==> src/rtl/pcap_pkg.sv <==
package pcap_pkg;

  typedef enum logic [1:0] {
    REG_TAP  = 2'd0,
    REG_SLIP = 2'd1,
    REG_CTRL = 2'd2,
    REG_BUF  = 2'd3
  } regSel_e;

  typedef enum logic [1:0] {
    ST_IDLE    = 2'd0,
    ST_ARMED   = 2'd1,
    ST_CAPTURE = 2'd2
  } capState_e;

  // strobes from control to datapath
  typedef struct packed {
    logic tapWr;
    logic idxWr;
    logic modeWr;
    logic takeSample;
    logic slipApply;
    logic slipRepeat;
  } ctrlStrobe_t;

endpackage

==> src/rtl/pcap_ctrl.sv <==
module pcap_ctrl
  import pcap_pkg::*;
#(
  parameter int DEPTH  = 128,
  parameter int DATA_W = 8,
  localparam int IDX_W = $clog2(DEPTH)
) (
  input  logic              clk,
  input  logic              rstN,
  input  logic              regWrEn,
  input  logic [1:0]        regAddr,
  input  logic [DATA_W-1:0] regWrData,
  input  logic              cntAtZero,
  output ctrlStrobe_t       strobe,
  output logic [IDX_W-1:0]  sampleIdx,
  output logic              done,
  output logic              busy,
  output logic              slipPending
);

  capState_e        state;
  logic [IDX_W-1:0] entryNum;
  logic             pendRepeat;
  logic             armReq;
  logic             slipWr;
  logic             lastEntry;

  assign armReq    = regWrEn && (regAddr == REG_CTRL) && regWrData[0];
  assign slipWr    = regWrEn && (regAddr == REG_SLIP);
  assign lastEntry = (state == ST_CAPTURE) && (entryNum == IDX_W'(DEPTH - 1));
  assign busy      = (state != ST_IDLE);

  always_comb begin
    strobe            = '0;
    strobe.tapWr      = regWrEn && (regAddr == REG_TAP);
    strobe.idxWr      = regWrEn && (regAddr == REG_BUF);
    strobe.modeWr     = regWrEn && (regAddr == REG_CTRL);
    strobe.takeSample = ((state == ST_ARMED) && cntAtZero) || (state == ST_CAPTURE);
    strobe.slipApply  = slipPending && (state == ST_IDLE);
    strobe.slipRepeat = pendRepeat;
  end

  assign sampleIdx = (state == ST_CAPTURE) ? entryNum : '0;

  always_ff @(posedge clk) begin
    if (!rstN) begin
      state    <= ST_IDLE;
      entryNum <= '0;
      done     <= 1'b0;
    end else begin
      unique case (state)
        ST_IDLE: begin
          if (armReq) begin
            state <= ST_ARMED;
            done  <= 1'b0;
          end
        end
        ST_ARMED: begin
          if (cntAtZero) begin
            state    <= ST_CAPTURE;
            entryNum <= IDX_W'(1);
          end
        end
        ST_CAPTURE: begin
          if (lastEntry) begin
            state    <= ST_IDLE;
            entryNum <= '0;
            done     <= 1'b1;
          end else begin
            entryNum <= entryNum + 1'b1;
          end
        end
        default: state <= ST_IDLE;
      endcase
      if (strobe.tapWr) done <= 1'b0;
    end
  end

  always_ff @(posedge clk) begin
    if (!rstN) begin
      slipPending <= 1'b0;
      pendRepeat  <= 1'b0;
    end else if (slipWr) begin
      slipPending <= 1'b1;
      pendRepeat  <= regWrData[0];
    end else if (strobe.slipApply) begin
      slipPending <= 1'b0;
    end
  end


  tap_clears_done_chk: assert property (@(posedge clk) disable iff (!rstN)
    strobe.tapWr |=> !done);


  done_after_last_chk: assert property (@(posedge clk) disable iff (!rstN)
    $rose(done) |-> $past(strobe.takeSample && (sampleIdx == IDX_W'(DEPTH - 1))));


  slip_held_chk: assert property (@(posedge clk) disable iff (!rstN)
    (slipPending && (state == ST_CAPTURE) && !lastEntry) |=> slipPending);


  arm_ignored_busy_chk: assert property (@(posedge clk) disable iff (!rstN)
    ((state == ST_CAPTURE) && !lastEntry) |=> (state == ST_CAPTURE));

endmodule

==> src/rtl/pcap_datapath.sv <==
module pcap_datapath
  import pcap_pkg::*;
#(
  parameter int PERIOD = 128,
  parameter int DEPTH  = 128,
  parameter int TAP_W  = 5,
  parameter int DATA_W = 8,
  localparam int CNT_W   = $clog2(PERIOD),
  localparam int IDX_W   = $clog2(DEPTH),
  localparam int ENTRY_W = CNT_W + 1
) (
  input  logic              clk,
  input  logic              rstN,
  input  logic              pulseIn,
  input  logic [1:0]        regAddr,
  input  logic [DATA_W-1:0] regWrData,
  input  ctrlStrobe_t       strobe,
  input  logic [IDX_W-1:0]  sampleIdx,
  input  logic              done,
  input  logic              busy,
  input  logic              slipPending,
  output logic              cntAtZero,
  output logic [TAP_W-1:0]  tapOut,
  output logic [DATA_W-1:0] regRdData
);

  logic [CNT_W-1:0]   divCnt;
  logic [TAP_W-1:0]   tapQ;
  logic               scanQ;
  logic [IDX_W-1:0]   rdIdx;
  logic [ENTRY_W-1:0] sampleMem [DEPTH];

  function automatic logic [CNT_W-1:0] stepCnt(input logic [CNT_W-1:0] v, input logic early);
    logic [CNT_W-1:0] lim;
    lim = early ? CNT_W'(PERIOD - 2) : CNT_W'(PERIOD - 1);
    return (v >= lim) ? '0 : v + 1'b1;
  endfunction

  // divider with slip
  always_ff @(posedge clk) begin
    if (!rstN) begin
      divCnt <= '0;
    end else if (strobe.slipApply) begin
      divCnt <= strobe.slipRepeat ? divCnt : stepCnt(stepCnt(divCnt, scanQ), scanQ);
    end else begin
      divCnt <= stepCnt(divCnt, scanQ);
    end
  end

  assign cntAtZero = (divCnt == '0);

  always_ff @(posedge clk) begin
    if (!rstN) begin
      tapQ  <= '0;
      scanQ <= 1'b0;
      rdIdx <= '0;
    end else begin
      if (strobe.tapWr)  tapQ  <= regWrData[TAP_W-1:0];
      if (strobe.modeWr) scanQ <= regWrData[1];
      if (strobe.idxWr)  rdIdx <= regWrData[IDX_W-1:0];
    end
  end

  // the memory bit itself is the single sampling flop
  always_ff @(posedge clk) begin
    if (strobe.takeSample) sampleMem[sampleIdx] <= {divCnt, pulseIn};
  end

  assign tapOut = tapQ;

  always_comb begin
    unique case (regAddr)
      REG_TAP:  regRdData = DATA_W'(tapQ);
      REG_SLIP: regRdData = DATA_W'(slipPending);
      REG_CTRL: regRdData = DATA_W'({scanQ, busy, done});
      default:  regRdData = DATA_W'(sampleMem[rdIdx]);
    endcase
  end


  div_wrap_chk: assert property (@(posedge clk) disable iff (!rstN)
    (!scanQ && !strobe.slipApply && (divCnt == CNT_W'(PERIOD - 1))) |=> (divCnt == '0));


  scan_wrap_chk: assert property (@(posedge clk) disable iff (!rstN)
    (scanQ && !strobe.slipApply && (divCnt == CNT_W'(PERIOD - 2))) |=> (divCnt == '0));


  repeat_hold_chk: assert property (@(posedge clk) disable iff (!rstN)
    (strobe.slipApply && strobe.slipRepeat) |=> $stable(divCnt));


  tap_load_chk: assert property (@(posedge clk) disable iff (!rstN)
    strobe.tapWr |=> (tapOut == $past(regWrData[TAP_W-1:0])));

endmodule

==> src/rtl/refpulse_phase_capture.sv <==
module refpulse_phase_capture
  import pcap_pkg::*;
#(
  parameter int PERIOD = 128,
  parameter int DEPTH  = 128,
  parameter int TAP_W  = 5,
  parameter int DATA_W = 8,
  localparam int IDX_W = $clog2(DEPTH)
) (
  input  logic              clk,
  input  logic              rstN,
  input  logic              pulseIn,
  input  logic              regWrEn,
  input  logic [1:0]        regAddr,
  input  logic [DATA_W-1:0] regWrData,
  output logic [DATA_W-1:0] regRdData,
  output logic [TAP_W-1:0]  tapOut,
  output logic              doneOut
);

  ctrlStrobe_t      strobe;
  logic [IDX_W-1:0] sampleIdx;
  logic             done;
  logic             busy;
  logic             slipPending;
  logic             cntAtZero;

  pcap_ctrl #(.DEPTH(DEPTH), .DATA_W(DATA_W)) i_ctrl (
    .clk        (clk),
    .rstN       (rstN),
    .regWrEn    (regWrEn),
    .regAddr    (regAddr),
    .regWrData  (regWrData),
    .cntAtZero  (cntAtZero),
    .strobe     (strobe),
    .sampleIdx  (sampleIdx),
    .done       (done),
    .busy       (busy),
    .slipPending(slipPending)
  );

  pcap_datapath #(.PERIOD(PERIOD), .DEPTH(DEPTH), .TAP_W(TAP_W), .DATA_W(DATA_W)) i_dp (
    .clk        (clk),
    .rstN       (rstN),
    .pulseIn    (pulseIn),
    .regAddr    (regAddr),
    .regWrData  (regWrData),
    .strobe     (strobe),
    .sampleIdx  (sampleIdx),
    .done       (done),
    .busy       (busy),
    .slipPending(slipPending),
    .cntAtZero  (cntAtZero),
    .tapOut     (tapOut),
    .regRdData  (regRdData)
  );

  assign doneOut = done;

endmodule

==> config.mk <==
export PLATFORM = sky130hd
export DESIGN_NAME = refpulse_phase_capture
export DESIGN_NICKNAME = d
export VERILOG_FILES = /design/src/rtl/pcap_pkg.sv /design/src/rtl/pcap_ctrl.sv /design/src/rtl/pcap_datapath.sv /design/src/rtl/refpulse_phase_capture.sv
export SDC_FILE = /design/constraint.sdc
export NUM_CORES = 1
export LEC_CHECK = 0
export ABC_AREA = 0
export BUFFER_PORTS_ARGS = -buffer_cell sky130_fd_sc_hd__clkbuf_2
export CAP_MARGIN = 25
export CORE_AREA = 2 2 259 261
export CTS_CLUSTER_DIAMETER = 50
export DETAILED_ROUTE_END_ITERATION = 12
export DIE_AREA = 0 0 261 263
export GPL_TIMING_DRIVEN = 0
export PLACE_DENSITY = 0.92
export SLEW_MARGIN = 20
export SYNTH_ARGS = -nofsm -noshare
export SYNTH_HDL_FRONTEND = slang
export SYNTH_HIERARCHICAL = 1
export SYNTH_SLANG_ARGS = --single-unit
==> constraint.sdc <==
create_clock -name clk -period 13.48 [get_ports clk]
set_clock_uncertainty 0.1 [all_clocks]
set_input_delay 0.674 -clock clk [delete_from_list [all_inputs] [get_ports clk]]
set_output_delay 0.674 -clock clk [all_outputs]
set_load 0.01 [all_outputs]
# Yosys cells after proc, flatten, opt, wreduce, memory -nomap -nowiden
# Memories as Yosys holds them, arrays and structs flattened. A register that Yosys moved wholly into a read port is not among the register bits.
# Cells that the tools add are included.
[op_classes] addsub=3 magnitude_cmp=2 n_eq_ne=10 mux=23 bitwise=1 n_reduce_logical=20
[ops] operator="two-way mux 7 bit" count=9
[ops] operator="case mux 8 bit (3 select lines)" count=1
[ops] operator="adder 7 x 1 -> 7 bit (second input constant)" count=3
[ops] operator="greater-or-equal comparator 7 bit" count=2
[ops] operator="case mux 7 bit (2 select lines)" count=1
[ops] operator="logical AND 1 bit" count=8
[ops] operator="nonzero test 2 bit" count=4
[ops] operator="== test 7 bit (second input constant)" count=1
[ops] operator="zero test 7 bit" count=1
[ops] operator="two-way mux 1 bit" count=7
[ops] operator="== test 2 bit (second input constant)" count=3
[ops] operator="two-way mux 2 bit" count=3
[ops] operator="inequality test 2 x 1 -> 1 bit (second input constant)" count=3
[ops] operator="case mux 2 bit (3 select lines)" count=1
[ops] operator="AND reduction 3 bit" count=2
[ops] operator="== test 2 x 1 -> 1 bit (second input constant)" count=2
[ops] operator="zero test 2 bit" count=2
[ops] operator="inequality test 2 bit (second input constant)" count=1
[ops] operator="case mux 1 bit (2 select lines)" count=1
[ops] operator="AND reduction 2 bit" count=1
[ops] operator="OR reduction 2 bit" count=1
[ops] operator="logical OR 1 bit" count=1
[ops] operator="inverter 1 bit" count=1
[totals] ff_bits=32 ramBits=1024 out_inout_bits=14 n_memories=1
[memory_table] memory="i_dp.sampleMem" depth=128 word_bits=8 rd=1 rd_clocked_by_memory_dff=1 write_ports=1 line="pcap_datapath.sv:31" source="logic [ENTRY_W-1:0] sampleMem [DEPTH];"

# Longest topological paths before layout
[depth] ltp_word=7 depth_mapped=13 depth_no_buf=12

# Hierarchy
# The synthesis kept the hierarchy.
[modules_own_cells] module="pcap_datapath" instances=1 cells_per_inst=2096 area_each_um2=41787.6 seq_area_each_um2=31290.0
[modules_own_cells] module="pcap_ctrl" instances=1 cells_per_inst=85 area_each_um2=680.7 seq_area_each_um2=240.2

# Worst setup path after synthesis
# Ideal clock, no wire load.
[synth_path] kind="flip-flop to flip-flop" start="register i_dp.divCnt[0]" end="memory i_dp/sampleMem[109][0] in the netlist's numbering, enable pin" setup_ps=370 arrival_ps=4043 setup_slack_ps=8967 path_stages_with_launch=13 path_buffers=3 period_less_slack_ps=4513 cell_sequence="dfxtp_1 clkbuf_1 inv_1 ha_1 or4b_2 nor3_1 nand3b_1 nand2_1 clkbuf_1 nor2b_1 nand3_1 clkbuf_1 nor2_1"
[synth_lines] element="start: declaration" line="pcap_datapath.sv:27" source="logic [CNT_W-1:0] divCnt;"
[synth_lines] element="start signal: assignment" line="pcap_datapath.sv:44" source="divCnt <= strobe.slipRepeat ? divCnt : stepCnt(stepCnt(divCnt, scanQ), scanQ);"
[synth_lines] element="start signal: assignment" line="pcap_datapath.sv:46" source="divCnt <= stepCnt(divCnt, scanQ);"
[synth_lines] element="end: declaration" line="pcap_datapath.sv:31"

==> impl_metrics.ini <==
[route]
wl_um = 130000
vias = 25196
viasPerCell = 7.67
post-route-drc-count = 0
drt_iter0_drc = 5160
drtPass1Iterations = 7
wire_per_inst_um = 39.5
ant_nets = 0

[sta]
period_minus_slack_ns = 5.74
fmax_mhz = 174
finalSetupTns_ns = 0
slew_headroom = 0.124
rsz0062_at_grt = false
drv_slew = 0
finalSetupViolCount = 0
worst_pin_slew_ns = 1.30
period_share = 0.426
hold_viol = 0

[synth]
synth_edf_count = 1024
yosys_warnings = 6
yosysMostFrequentCell = edfxtp_1
netlist_instances = 2181
synth_top_area_cell = edfxtp_1
syn_area_um2 = 42500
syn_nets = 2201
synth_cell_types = 80
synth_seq_area_share = 0.742
ys_seq_elements = 1063
async_flop_share = 0
synth_top_area_share = 0.724
synthTopCellsByCount = edfxtp_1, mux4_2, nor2_1
synth.area.top_cells = edfxtp_1, mux4_2, mux2i_1
synth_ff_type = edfxtp_1
avgSynthCellArea_um2 = 19.5

[grt]
antenna_found_initial = 2
grt_use_total = 0.384
grt_pass1_wl_um = 180000
grt_pass1_vias = 24385
grt_max_degree = 129
globalRouteOverflowTotal = 0

[outcome]
status = finished clean

[pwr]
cellPowerDensity_nw_per_um2 = 145
power_mw = 6.92
total_leakage_power_nw = 14.8
vdd_drop_max_v = 0.0000983

[cts]
numCtsBuffers = 105
cts_hold_buf = 0
tritoncts = done
cts.clk_slew.worst_paths_ns = 0.06
cts_resized = 0
cts_root_buf = clkbuf_16
cts_setup_buffers = 0
clock_latency_ns = 0.68
clock_path_buffers = 3
cts.sinks = 1063
htree_num_levels = 3

[worst_setup_path]
r2r-end = i_dp/sampleMem[40][1]
critPathCaptureType = register
r2r_setup_slack_ns = 7.74
crit_path_start_kind = register
critPathMaxFanout = 74
critPathLaunch = i_dp/divCnt[1]
endpoint = i_dp/sampleMem[40][1]
cp.arrival_ns = 5.94
worstPathRequired_ns = 13.67
r2r-start = i_dp/divCnt[1]
path_class = register to register
worstRegToRegCells = 13

[final_layout]
final_net_count = 2354
syn2layout_area_growth_pct = 12.1
drive_above_1_share = 0.221
postLayoutCoreUtil = 0.726

[job]
cap_violations = 0

[placement]
gp_congestion = 1.00
dp_hpwl_um = 79900
portBuffers = 26

[die]
core_um2 = 65600
die_w_um = 261
row_count = 94
pin_count = 28
die_area_um2 = 68600
initial_core_util = 0.647
die_y_um = 263

[worst_hold_path]
hold_class = input port to register
## cells in the final DEF (no fill, tap or decap), drive strengths merged, types with 4 or more instances in the layout
cell,Yosys,routed
edfxtp,1024,1024
mux4,216,216
clkbuf,40,197
nor2,151,151
mux2i,113,113
buf,81,100
a22oi,78,78
nand2,68,68
a21oi,40,40
clkinv,1,40
dfxtp,39,39
nor2b,36,36
nand3,28,28
inv,17,24
o22ai,21,21
mux2,19,19
o21ai,19,19
nor3,17,17
nand2b,16,16
bufinv,0,15
nor4,13,13
a221oi,12,12
a211oi,10,10
and2,9,9
a31oi,8,8
nand4,7,7
nand3b,6,6
nor3b,6,6
ha,6,6
and3,5,5
a311oi,5,5
o221ai,5,5
or2,5,5
o211ai,5,5
clkinvlp,0,4
a41oi,4,4
a211o,4,4
## critical path, stage by stage, from the launching register on
cell and delay, ns:
dfxtp_4 0.53, buf_16 0.31, clkbuf_1 0.24, inv_1 0.09
ha_1 0.13, or4b_2 0.57, nor3_1 0.33, nand3b_1 0.29
nand2_1 0.20, clkbuf_1 0.41, nor2b_1 0.33, nand2_1 0.24
clkbuf_1 0.55, nor2_1 1.02
## area by class of cell
cell class | instances | area [µm²]
Multi-Input combinational cell | 978 | 10000
Sequential cell | 1063 | 31600
Clock inverter | 65 | 773
Timing Repair Buffer | 46 | 448
Clock buffer | 130 | 2760
Antenna cell | 1 | 2.50
Tap cell | 864 | 1080
Inverter | 18 | 67.6
Fill cell | 3560 | 18000
Buffer | 122 | 933
## worst min path at each step
| stage | startpoint | endpoint | slack [ns] | depth (start not counted) |
|---|---|---|---|---|
| CTS | rstN | i_ctrl/entryNum[0] | 0.16 | 2 |
| finish | rstN | i_ctrl/entryNum[0] | 0.19 | 2 |
| floorplan | i_ctrl/slipPending | i_ctrl/slipPending | 0.35 | 2 |
| global route | rstN | i_ctrl/entryNum[0] | 0.18 | 2 |
| global placement | i_ctrl/slipPending | i_ctrl/slipPending | 0.38 | 2 |
| detailed placement | i_ctrl/slipPending | i_ctrl/slipPending | 0.38 | 2 |
## state kept, by name, indices dropped and copies added (netlist names), named ones only
signal              count
i_ctrl/done             1
i_ctrl/entryNum         7
i_ctrl/pendRepeat       1
i_ctrl/slipPending      1
i_ctrl/state            2
i_dp/divCnt             7
i_dp/rdIdx              7
i_dp/sampleMem       1024
i_dp/scanQ              1
i_dp/tapOut             5
## metrics by stage
stage	instance area (µm²)	hold slack [ns]	instances	worst slack, ns
after global placement	43700	0.379	3071	6.07
final	47600	0.186	3287	7.74
after global routing	47600	0.178	3286	7.62
after CTS	47500	0.157	3278	7.74
after detailed placement	44000	0.384	3083	7.79
after floorplan	42500	0.349	2181	8.97
## cell families after synthesis
family                     synth area share
DFF                                   0.742
AOI/OAI and AO/OA                    0.0401
buffers and inverters                0.0235
adders and majority gates           0.00177
and+or+nand+nor                      0.0433
muxes                                 0.148
xor gates and xnor gates           0.000825
## layer usage
layer,part of all wire,global-route usage
met5,0.00018,0
met4,0.075,0.224
met3,0.16,0.148
met2,0.45,0.569
met1,0.32,0.489
## power breakdown
part | switching, mW | internal, mW | leakage (nW)
combinational | 0.177 | 0.0827 | 3.32
sequential | 0.0256 | 3.62 | 9.73
clock | 1.26 | 1.75 | 1.72
total | 1.47 | 5.45 | 14.8
Power figures use the tool's default switching activity.
